===== src/rtl/tcm_region_pkg.sv =====
package tcm_region_pkg;
  localparam int NUM_REGIONS = 2;
  localparam int IDX_INSTR   = 0;
  localparam int IDX_DATA    = 1;

  typedef struct packed {
    logic loadReset;
    logic initEnable;
    logic wrInstr;
    logic wrData;
    logic rdEnable;
    logic rdSelData;
  } tcmStrobe_t;
endpackage


===== src/rtl/tcm_region_ctl.sv =====
module tcm_region_ctl
  import tcm_region_pkg::*;
#(
  parameter int ADDR_W = 32
) (
  input  logic              clk,
  input  logic              rstN,
  input  logic              strapInitRam,
  input  logic              strapHighVec,
  input  logic              regSel,
  input  logic              regWr,
  input  logic              regIdx,
  output tcmStrobe_t        strobe,
  output logic [ADDR_W-1:0] bootVector
);
  localparam logic [ADDR_W-1:0] HIGH_VEC = {{(ADDR_W-16){1'b1}}, 16'h0000};

  logic highVecQ;

  // Vector strap follows the pin for as long as reset is held
  always_ff @(posedge clk) begin
    if (!rstN) highVecQ <= strapHighVec;
  end

  assign bootVector = highVecQ ? HIGH_VEC : '0;

  always_comb begin
    strobe.loadReset  = !rstN;
    strobe.initEnable = strapInitRam;
    strobe.wrInstr    = rstN && regSel && regWr && (regIdx == 1'(IDX_INSTR));
    strobe.wrData     = rstN && regSel && regWr && (regIdx == 1'(IDX_DATA));
    strobe.rdEnable   = regSel && !regWr;
    strobe.rdSelData  = regIdx;
  end

  // vector reflects the strap seen at the final reset edge
  p_vector_select_r3: assert property (@(posedge clk) disable iff (!rstN)
    !$past(rstN) |-> (bootVector == ($past(strapHighVec) ? HIGH_VEC : '0)));

  // once out of reset the vector never moves
  p_vector_hold_r4: assert property (@(posedge clk) disable iff (!rstN)
    $past(rstN) |-> $stable(bootVector));
endmodule


===== src/rtl/tcm_region_dp.sv =====
module tcm_region_dp
  import tcm_region_pkg::*;
#(
  parameter int ADDR_W    = 32,
  parameter int PAGE_LSB  = 12,
  parameter int SIZE_W    = 4,
  parameter int INIT_SIZE = 4
) (
  input  logic              clk,
  input  tcmStrobe_t        strobe,
  input  logic [ADDR_W-1:0] regWdata,
  output logic [ADDR_W-1:0] regRdata,
  input  logic [ADDR_W-1:0] fetchAddr,
  input  logic [ADDR_W-1:0] dataAddr,
  output logic              instrHit,
  output logic              dataHit
);
  localparam int SIZE_LSB = 2;
  localparam int SHW      = $clog2(ADDR_W) + 1;
  localparam logic [ADDR_W-1:0] BASE_MASK  = {ADDR_W{1'b1}} << PAGE_LSB;
  localparam logic [ADDR_W-1:0] SIZE_MASK  = ADDR_W'((1 << SIZE_W) - 1) << SIZE_LSB;
  localparam logic [ADDR_W-1:0] FIELD_MASK = BASE_MASK | SIZE_MASK | ADDR_W'(1);
  localparam logic [ADDR_W-1:0] INIT_VAL   = (ADDR_W'(INIT_SIZE) << SIZE_LSB) | ADDR_W'(1);

  logic [ADDR_W-1:0] regQ [NUM_REGIONS];
  logic [NUM_REGIONS-1:0] wrVec;
  logic [NUM_REGIONS-1:0] hitVec;
  logic [ADDR_W-1:0] lookupAddr [NUM_REGIONS];

  assign wrVec[IDX_INSTR] = strobe.wrInstr;
  assign wrVec[IDX_DATA]  = strobe.wrData;
  assign lookupAddr[IDX_INSTR] = fetchAddr;
  assign lookupAddr[IDX_DATA]  = dataAddr;

  always_ff @(posedge clk) begin
    for (int i = 0; i < NUM_REGIONS; i++) begin
      if (strobe.loadReset) begin
        regQ[i] <= (i == IDX_INSTR && strobe.initEnable) ? INIT_VAL : '0;
      end else if (wrVec[i]) begin
        regQ[i] <= regWdata & FIELD_MASK;
      end
    end
  end

  for (genvar g = 0; g < NUM_REGIONS; g++) begin : g_region
    logic [SIZE_W-1:0] sizeCode;
    logic [SHW-1:0]    shAmt;
    logic [ADDR_W-1:0] spanMask;

    assign sizeCode = regQ[g][SIZE_LSB +: SIZE_W];
    assign shAmt    = SHW'(PAGE_LSB) + SHW'(sizeCode);
    assign spanMask = {ADDR_W{1'b1}} << shAmt;
    assign hitVec[g] = regQ[g][0] &&
                       ((lookupAddr[g] & spanMask) == (regQ[g] & spanMask));

    // bits outside the defined fields stay clear
    p_spare_zero_r5: assert property (@(posedge clk) disable iff (strobe.loadReset)
      $past(wrVec[g]) |-> ((regQ[g] & ~FIELD_MASK) == '0));

    // a cleared enable bit never produces a hit
    p_hit_needs_enable_r8: assert property (@(posedge clk) disable iff (strobe.loadReset)
      hitVec[g] |-> regQ[g][0]);
  end

  assign instrHit = hitVec[IDX_INSTR];
  assign dataHit  = hitVec[IDX_DATA];
  assign regRdata = strobe.rdEnable ? regQ[strobe.rdSelData] : '0;

  // instruction enable follows the init strap out of reset
  p_instr_reset_r1: assert property (@(posedge clk) disable iff (strobe.loadReset)
    $past(strobe.loadReset) |-> (regQ[IDX_INSTR][0] == $past(strobe.initEnable)));

  // data region is always disabled out of reset
  p_data_reset_r2: assert property (@(posedge clk) disable iff (strobe.loadReset)
    $past(strobe.loadReset) |-> (regQ[IDX_DATA] == '0));
endmodule


===== src/rtl/tcm_region_ctrl.sv =====
module tcm_region_ctrl
  import tcm_region_pkg::*;
#(
  parameter int ADDR_W    = 32,
  parameter int PAGE_LSB  = 12,
  parameter int SIZE_W    = 4,
  parameter int INIT_SIZE = 4
) (
  input  logic              clk,
  input  logic              rstN,
  input  logic              strapInitRam,
  input  logic              strapHighVec,
  input  logic              regSel,
  input  logic              regWr,
  input  logic              regIdx,
  input  logic [ADDR_W-1:0] regWdata,
  output logic [ADDR_W-1:0] regRdata,
  input  logic [ADDR_W-1:0] fetchAddr,
  input  logic [ADDR_W-1:0] dataAddr,
  output logic              instrHit,
  output logic              dataHit,
  output logic [ADDR_W-1:0] bootVector
);
  tcmStrobe_t strobe;

  tcm_region_ctl #(.ADDR_W(ADDR_W)) u_ctl (
    .clk(clk), .rstN(rstN), .strapInitRam(strapInitRam), .strapHighVec(strapHighVec),
    .regSel(regSel), .regWr(regWr), .regIdx(regIdx),
    .strobe(strobe), .bootVector(bootVector)
  );

  tcm_region_dp #(.ADDR_W(ADDR_W), .PAGE_LSB(PAGE_LSB), .SIZE_W(SIZE_W), .INIT_SIZE(INIT_SIZE)) u_dp (
    .clk(clk), .strobe(strobe), .regWdata(regWdata), .regRdata(regRdata),
    .fetchAddr(fetchAddr), .dataAddr(dataAddr), .instrHit(instrHit), .dataHit(dataHit)
  );

  // an idle port reads as zero
  p_idle_read_zero_r6: assert property (@(posedge clk) disable iff (!rstN)
    !regSel |-> (regRdata == '0));
endmodule


===== config.mk =====
export PLATFORM = sky130hd
export DESIGN_NAME = tcm_region_ctrl
export DESIGN_NICKNAME = d
export VERILOG_FILES = /design/src/rtl/tcm_region_pkg.sv /design/src/rtl/tcm_region_ctl.sv /design/src/rtl/tcm_region_dp.sv /design/src/rtl/tcm_region_ctrl.sv
export SDC_FILE = /design/constraint.sdc
export NUM_CORES = 1
export LEC_CHECK = 0
export ABC_AREA = 0
export BUFFER_PORTS_ARGS = -buffer_cell sky130_fd_sc_hd__buf_2
export CORE_MARGIN = 2
export CORE_UTILIZATION = 49
export CTS_BUF_LIST = sky130_fd_sc_hd__clkbuf_8
export DETAILED_ROUTE_END_ITERATION = 8
export PLACE_DENSITY_LB_ADDON = 0.25
export SYNTH_ARGS = -nofsm -noshare
export SYNTH_HDL_FRONTEND = slang
export SYNTH_SLANG_ARGS = --single-unit

===== constraint.sdc =====
create_clock -name clk -period 3.45 [get_ports clk]
set_input_delay 0 -clock clk [delete_from_list [all_inputs] [get_ports clk]]
set_output_delay 0 -clock clk [all_outputs]
set_load 0.03 [all_outputs]

After elaboration in Yosys (flattened, before gate mapping) --
Memories as Yosys holds them, arrays and structs flattened. Cells that the tools add are included.
Word-level totals: logic and storage cells 35, bits in registers 1, bits of input ports 103, memories kept 1, output and inout bits 66, RAM bits 52
Operators by class: $add $sub $neg 2, reduce and logical (&&, ||, !) cells 8, equal/unequal tests 2, bitwise operators 7, multiplexer cells 12, shift-type cells 2
Memory list:
- u_dp.regQ | depth 2, bits a word 26, read ports 3, clocked after Yosys merged registers in 0, wr ports 2, line tcm_region_dp.sv:25 | logic [ADDR_W-1:0] regQ [NUM_REGIONS];
Operators with widths (number):
- $and A32 B32 Y32 | 4
- $eq A32 B32 Y1 | 2
- $mux W32 | 2
- $shl A32 B6 Y32 const A | 2
- $mux W26 | 2
- $add A4 B4 Y5 const A | 2
- $logic_and A1 B1 Y1 | 7
- $mux W1 | 7
- $mux W5 | 1
- $or A1 B1 Y1 | 2
- $logic_not A1 Y1 | 1
- $not A1 Y1 | 1

Depth between registers and ports, before layout --
Gate-level depths: netlist of run 1.
word-level depth 7, mapped depth 9, mapped depth without buffers 8

Hierarchy --
From an unflattened synthesis of run 1, not the netlist that was laid out.
Second synthesis, totals: cells, all modules 399, area, all modules 3946.3 um2
Modules (own cells, without submodules):
- tcm_region_dp | sequential area each 1501.4 um2, cells each 359, instances 1, area an instance 3627.2 um2
- tcm_region_ctl | sequential area each 30.0 um2, cells each 40, instances 1, area an instance 319.1 um2

Least setup slack after synthesis of run 1 --
OpenSTA, ideal clock, no wires.
kind in2reg, start point input port regIdx, end point memory u_dp.regQ[0][0] in the netlist's numbering, enable pin, path buffers 2, arrival time 2333 ps, stages on the path 3, setup time 442 ps, required time 3008 ps, path slack 675 ps, cell sequence clkbuf_1 > buf_2 > o21ai_0
RTL lines:
- start: declaration | line tcm_region_ctrl.sv:15 | input logic regIdx,
- end: declaration | line tcm_region_dp.sv:25

==> results of run 1 <==
[path summary, 6_finish.rpt]
check	from	to
hold / removal	strapInitRam	u_dp.regQ[0][0]
setup / recovery	u_dp.regQ[1][4]	dataHit
[power by group through the flow]
stage,registers [mW],clock network (mW),logic [mW]
2_1_floorplan,0.773,0,0.360
4_1_cts,0.776,0.433,0.487
5_1_grt,0.784,0.464,0.532
6_report,0.777,0.431,0.491
3_5_place_dp,0.791,0,0.463
3_3_place_gp,0.787,0,0.456
[tightest hold or removal path: stages]
cell     delay (ns)
buf_2          0.07
o21ai_0        0.11
nand2_1        0.08
[flip-flops by register name, summed over array words and instances, names as in the netlist]
name,flops
u_ctl.highVecQ,1
u_dp.regQ,50
[final cells by class]
cell class	instances	area [sq um]	share of cell area, %
well taps	99	124	2.65
clock inverters	3	42.5	0.909
inverters	10	37.5	0.802
flip-flops and latches	51	1530	32.7
repair buffers	165	966	20.6
multi-input cells	292	1910	40.8
clock buffers	5	68.8	1.47
[layer usage]
| metal | global-route usage, % | vias to the layer above | share of wire [%] |
|---|---|---|---|
| met1 | 30.1 | 1469 | 41 |
| met3 | 4.56 | 22 | 7.3 |
| li1 | - | 1565 | - |
| met4 | 10.2 | 0 | 3.1 |
| met2 | 40.6 | 167 | 48 |
| met5 | 0 | - | 0 |
[logic make-up (layout without fill, tap and decap cells)]
logic type      Yosys count  in the layout  synth area share (%)
simple gates            121            121                  16.9
compound gates           69             69                  11.4
buf+inv                  68            183                  10.9
flops                    51             51                  40.8
xor+xnor                 45             45                  10.5
mux                      25             25                  6.66
fa+ha+maj                 9              9                  2.80
other cells               1             23                0.0999
[synthesized netlist by cell type, drive strengths merged (2+ instances only)]
library cell and count:
edfxtp 51, and2 48, buf 46, nor2 36
xnor2 29, mux2i 25, o21ai 21, a21oi 18
xor2 16, nand2 13, clkbuf 12, inv 10
o22ai 7, ha 6, nand3 6, nor3 6
nand2b 4, a21boi 3, a22oi 3, maj3 3
o211ai 3, a31oi 2, nor4 2, o311ai 2
o31ai 2
[layout by cell type, fill, tap and decap left out, drive strengths merged, types with 2 or more instances in the layout]
| cell type | count |
|---|---|
| a21boi | 3 |
| a21oi | 18 |
| a22oi | 3 |
| a31oi | 2 |
| and2 | 48 |
| buf | 138 |
| clkbuf | 5 |
| conb | 23 |
| dlygate4sd3 | 27 |
| edfxtp | 51 |
| ha | 6 |
| inv | 11 |
| maj3 | 3 |
| mux2i | 25 |
| nand2 | 13 |
| nand2b | 4 |
| nand3 | 6 |
| nor2 | 36 |
| nor3 | 6 |
| nor4 | 2 |
| o211ai | 3 |
| o21ai | 21 |
| o22ai | 7 |
| o311ai | 2 |
| o31ai | 2 |
| xnor2 | 29 |
| xor2 | 16 |
[what timing repair did]
| item | in CTS | in global routing |
|---|---|---|
| setup buffers | 0 | 0 |
| hold buffers | 26 | 1 |
| endpoints found under the hold margin | 48 | 1 |
| gates resized for setup | 0 | 0 |
==> metrics.csv, run 1 <==
metric;value;unit
syn_area_per_cell;9.65;sq um
irDropWorstVdd;0.000236;V
crit_path_cell_trace;inv_2 -> ha_1 -> o21ai_0 -> o211ai_1 -> a21oi_1 -> o21ai_0 -> a2111o_1 -> a2111oi_2 -> buf_2;
critPathSlowestCell;edfxtp_1;
cp_max_fo;13;
finalWorstSetupSlack;0.381;ns
synth_warnings;0;
fin_crit_sh;88.9;%
cp.depth;9;
dpl.hpwl;7260;um
fillCellCount;616;
hold_class;in -> reg;
comb_power_share;28.9;%
synth_top_area_share;40.8;%
maxCapViolCount;0;
dr.pass1.iters;5;
cp_data_arrival_time;3.07;ns
rows;31;
cts_root_buf;clkbuf_8;
relSlewSlack;25.9;%
synth_cell_types;46;
critPathKind;reg -> out;
routed_via_density;5.16;
status;finished clean;
post-route-util;63.8;%
fin_crit;3.07;ns
die_w;91.5;um
synth_flop_cell;edfxtp_1;
wl_per_cell;16.0;um
fin_setup_tns;0;ns
h-tree-depth;2;
grt_pass1_vias;3261;
cts_buffers;5;
drive_gt1_share;29.1;%
worstMarginPinSlew;1.11;ns
netSwitchingFraction;32.8;%
cpPeakStageDelay;0.64;ns
place_congestion;0.930;
antenna_left;0;
synth_edf_count;51;
slew_viol_final;0;
p_clk_share;25.4;%
setup.worst_path.start_class;register;
stdcell_count;625;
die_h;91.5;um
dp_cells;590;
cts_max_path_buffers;2;
path_clk_slew;0.10;ns
grt-ovfl-total;0;
critPathRequiredTime;3.45;ns
ys_seq_area_share;40.8;%
p_sw;0.558;mW
vias;3223;
dieArea;8380;sq um
async_flop_share;0;%
ios;169;
hold_viol_final;0;
final_nets;634;
drc;0;
coreArea;7330;sq um
rsz0062_at_grt;false;
power_density;363;nW/um^2
area_growth;24.6;%
crit_top_cell;o21ai_0;
power_frac_seq;45.7;%
dr.first_iter.drc_count;229;
min_path_cells;3;
stdcell_area;4680;sq um
power;1.70;mW
whs;0.0684;ns
p_int;1.14;mW
grtUsageTotal;24.1;%
synthTopCellsByArea;edfxtp_1, and2_1, buf_4;
grt_max_degree;30;
diodes;0;
max_clock_freq;0.326;GHz
start_util;51.2;%
syn-cell-area;3750;sq um
setup_violations;0;
cts_sinks;51;
cellLeakagePower;2.06;nW
cts_tree;built;
synthCells;389;
dp_worst_setup_slack;0.794;ns
cp_num_buf_inv;2;
critPathCaptureType;output port;
wirelength;10000;um
crit_family;compound AO/OA/AOI/OAI gates;
numPortBuffers;136;
antenna_found_initial;0;
netlist.top_cell.by_area;edfxtp_1;
ys_ff_latch;51;
place_area;4300;sq um
grt_pass1_wl;15700;um
Power figures use the tool's default switching activity.
==> inputs of run 2 (changes only) <==
--- a/config.mk
+++ b/config.mk
@@ -14,4 +14,5 @@
 export PLACE_DENSITY_LB_ADDON = 0.25
 export SYNTH_ARGS = -nofsm -noshare
 export SYNTH_HDL_FRONTEND = slang
+export SYNTH_HIERARCHICAL = 1
 export SYNTH_SLANG_ARGS = --single-unit
==> run 2 against run 1 <==
Against the previous run:
- sequential power is essentially flat
- first-iteration DRC count is 7.9% lower
- area after synthesis up 5.1%
- hold slack got worse by 0.054 ns
- core utilization fell by 1.5 points
- clock power decreased by 0.9%
- critical path depth decreased by 1
- critical path type unchanged
- highest routed layer unchanged
==> metrics.csv, run 2 <==
metric;value;unit;change
status;finished clean;;
area_growth;22.6;%;
antenna_found_initial;0;;unchanged
slew_viol_final;0;;unchanged
hold_viol_final;0;;unchanged
dpl.hpwl;7330;um;+0.95%
numPortBuffers;136;;unchanged
diodes;0;;unchanged
start_util;50.8;%;-0.41 points
wl_per_cell;15.9;um;-1.1%
drive_gt1_share;29.2;%;+0.13 points
grt_pass1_wl;15200;um;-3.6%
top_regs;u_dp/regQ: 50 flops, u_ctl/highVecQ: 1 flops;;
dieArea;8790;sq um;+4.9%
async_flop_share;0;%;unchanged
synth_top_area_share;38.8;%;-2.0 points
dp_worst_setup_slack;0.740;ns;-0.0535 ns
ys_seq_area_share;38.8;%;-2.0 points
cts_resized;0;;unchanged
die_h;93.7;um;+2.4%
wirelength;10100;um;+0.62%
largest_register;u_dp/regQ;;
synth_warnings;6;;+6
use_met1;28.6;%;-1.4 points
synth.most_common_cell;edfxtp_1;;
synthTopCellsByArea;edfxtp_1, buf_4, and2_1;;
final_common_cell;buf_2;;
use_met3;4.65;%;+0.091 points
globalRoute.busiestLayer;met2;;
dr.pass1.iters;4;;-1
fin_setup_tns;0;ns;unchanged
h-tree-depth;2;;unchanged
rsz0062_at_grt;false;;
critPathCaptureType;output port;;
coreArea;7770;sq um;+6.0%
setup_violations;0;;unchanged
synth_edf_count;51;;unchanged
grt-ovfl-total;0;;unchanged
rows;32;;+3.2%
max_clock_freq;0.324;GHz;-0.55%
place_congestion;0.988;;+6.2%
finalWorstSetupSlack;0.364;ns;-0.0170 ns
synthTopCellsByCount;edfxtp_1, and2_1, buf_4;;
ios;169;;unchanged
cp_data_arrival_time;3.09;ns;+0.02 ns
hold_class;in -> reg;;
cts_root_buf;clkbuf_8;;
synth_cell_types;54;;+17%
irDropWorstVdd;0.000192;V;-19%
routed_via_density;5.07;;-1.6%
cts_tree;built;;
die_w;93.7;um;+2.4%
syn_area_per_cell;9.89;sq um;+2.5%
critPathRequiredTime;3.45;ns;about the same
final_cell_mix;buf_2, edfxtp_1, and2_1;;
maxCapViolCount;0;;unchanged
final_nets;642;;+1.3%
ys_ff_latch;51;;unchanged
synthCells;399;;+2.6%
cp_max_fo;17;;+4
antenna_left;0;;unchanged
postCtsSetupBuffers;0;;unchanged
cts_buffers;5;;unchanged
path_clk_slew;0.10;ns;about the same
grtUsageMet2;40.1;%;-0.50 points
cts_max_path_buffers;2;;unchanged
relSlewSlack;46.0;%;+20 points
fin_crit;3.09;ns;+0.0170 ns
setup.worst_path.start_class;register;;
grt_pass1_vias;3121;;-4.3%
critPathKind;reg -> out;;
cellLeakagePower;2.11;nW;+2.4%
worstMarginPinSlew;0.811;ns;-0.301 ns
syn-cell-area;3950;sq um;+5.1%
largest_reg_flops;50;;unchanged
vias;3226;;+0.093%
netlist.top_cell.by_area;edfxtp_1;;
synth_flop_cell;edfxtp_1;;
power_density;350;nW/um^2;-3.6%
drc;0;;unchanged
grtUsageTotal;22.7;%;-1.4 points
fin_crit_sh;89.4;%;+0.49 points
grt_max_degree;28;;-6.7%
cts_sinks;51;;unchanged
dr.first_iter.drc_count;211;;-7.9%
-- run 2: cell count changes after synthesis, sizes merged, moves of 4 or more --
| cell | before | now |
|---|---|---|
| o22ai | 7 | 1 |
| nor2 | 36 | 13 |
| nand2 | 13 | 9 |
| o21ai | 21 | 14 |
| nor2b | 1 | 33 |
| nor3 | 6 | 1 |
| buf | 46 | 51 |
-- run 2: repair_timing --
action,CTS,global route
hold endpoints to repair,47,0
setup endpoints to repair,0,0
hold buffers,27,0
-- run 2: metrics by stage --
step           instances  area (sq um)  hold WS, ns  util (%)  power, mW
6_report             636          4840       0.0140      62.3       1.69
2_1_floorplan        420          4030       0.0989         -       1.14
3_5_place_dp         601          4450        0.178      57.3       1.25
5_1_grt              636          4840       0.0174      62.3       1.77
3_3_place_gp         601          4450        0.178      57.3       1.24
4_1_cts              636          4840      0.00327      62.3       1.70
-- run 2: routing by layer --
metal  wire, um  up-vias
met1       4280     1466
met2       4880      155
met4         99        0
li1           -     1598
met3        830        7
met5          0        -
-- run 2: worst paths after layout --
path                             from         endpoint  slack [ns]  depth (start not counted)
worst max-delay path  u_dp/regQ[1][4]          dataHit        0.36                          8
worst min-delay path      regWdata[5]  u_dp/regQ[0][5]        0.01                          2
-- run 2: cell families (layout without fill, tap and decap cells) --
logic type	count (synthesis)	in the layout	share of synthesized area [%]
other cells	2	23	0.190
xor+xnor	44	44	9.77
fa+ha+maj	6	6	1.90
compound gates	69	69	11.7
flops	51	51	38.8
mux	25	25	6.34
simple gates	133	133	20.2
buf+inv	69	183	11.1
-- run 2: final cells by class --
class | count | area, sq um
sequential | 51 | 1530
timing repair buffer | 166 | 973
tap | 102 | 128
clock inverter | 3 | 46.3
fill | 676 | 2930
inverter | 9 | 33.8
clock buffer | 5 | 68.8
multi-input combinational | 300 | 2060
-- run 2: critical path, stage by stage, from the launching register on --
cell and delay (ns):
edfxtp_1 0.65, inv_2 0.12, ha_1 0.52, nor2_1 0.28, a21oi_1 0.10, nor4_1 0.33
nand4_1 0.17, a2111oi_2 0.35, buf_2 0.27
-- run 2: power by group --
part / leakage, nW / switching, mW / internal (mW) / total, mW
Sequential: 0.493 / 0.0492 / 0.726 / 0.775
Combinational: 1.56 / 0.290 / 0.201 / 0.491
Clock: 0.0548 / 0.208 / 0.219 / 0.427
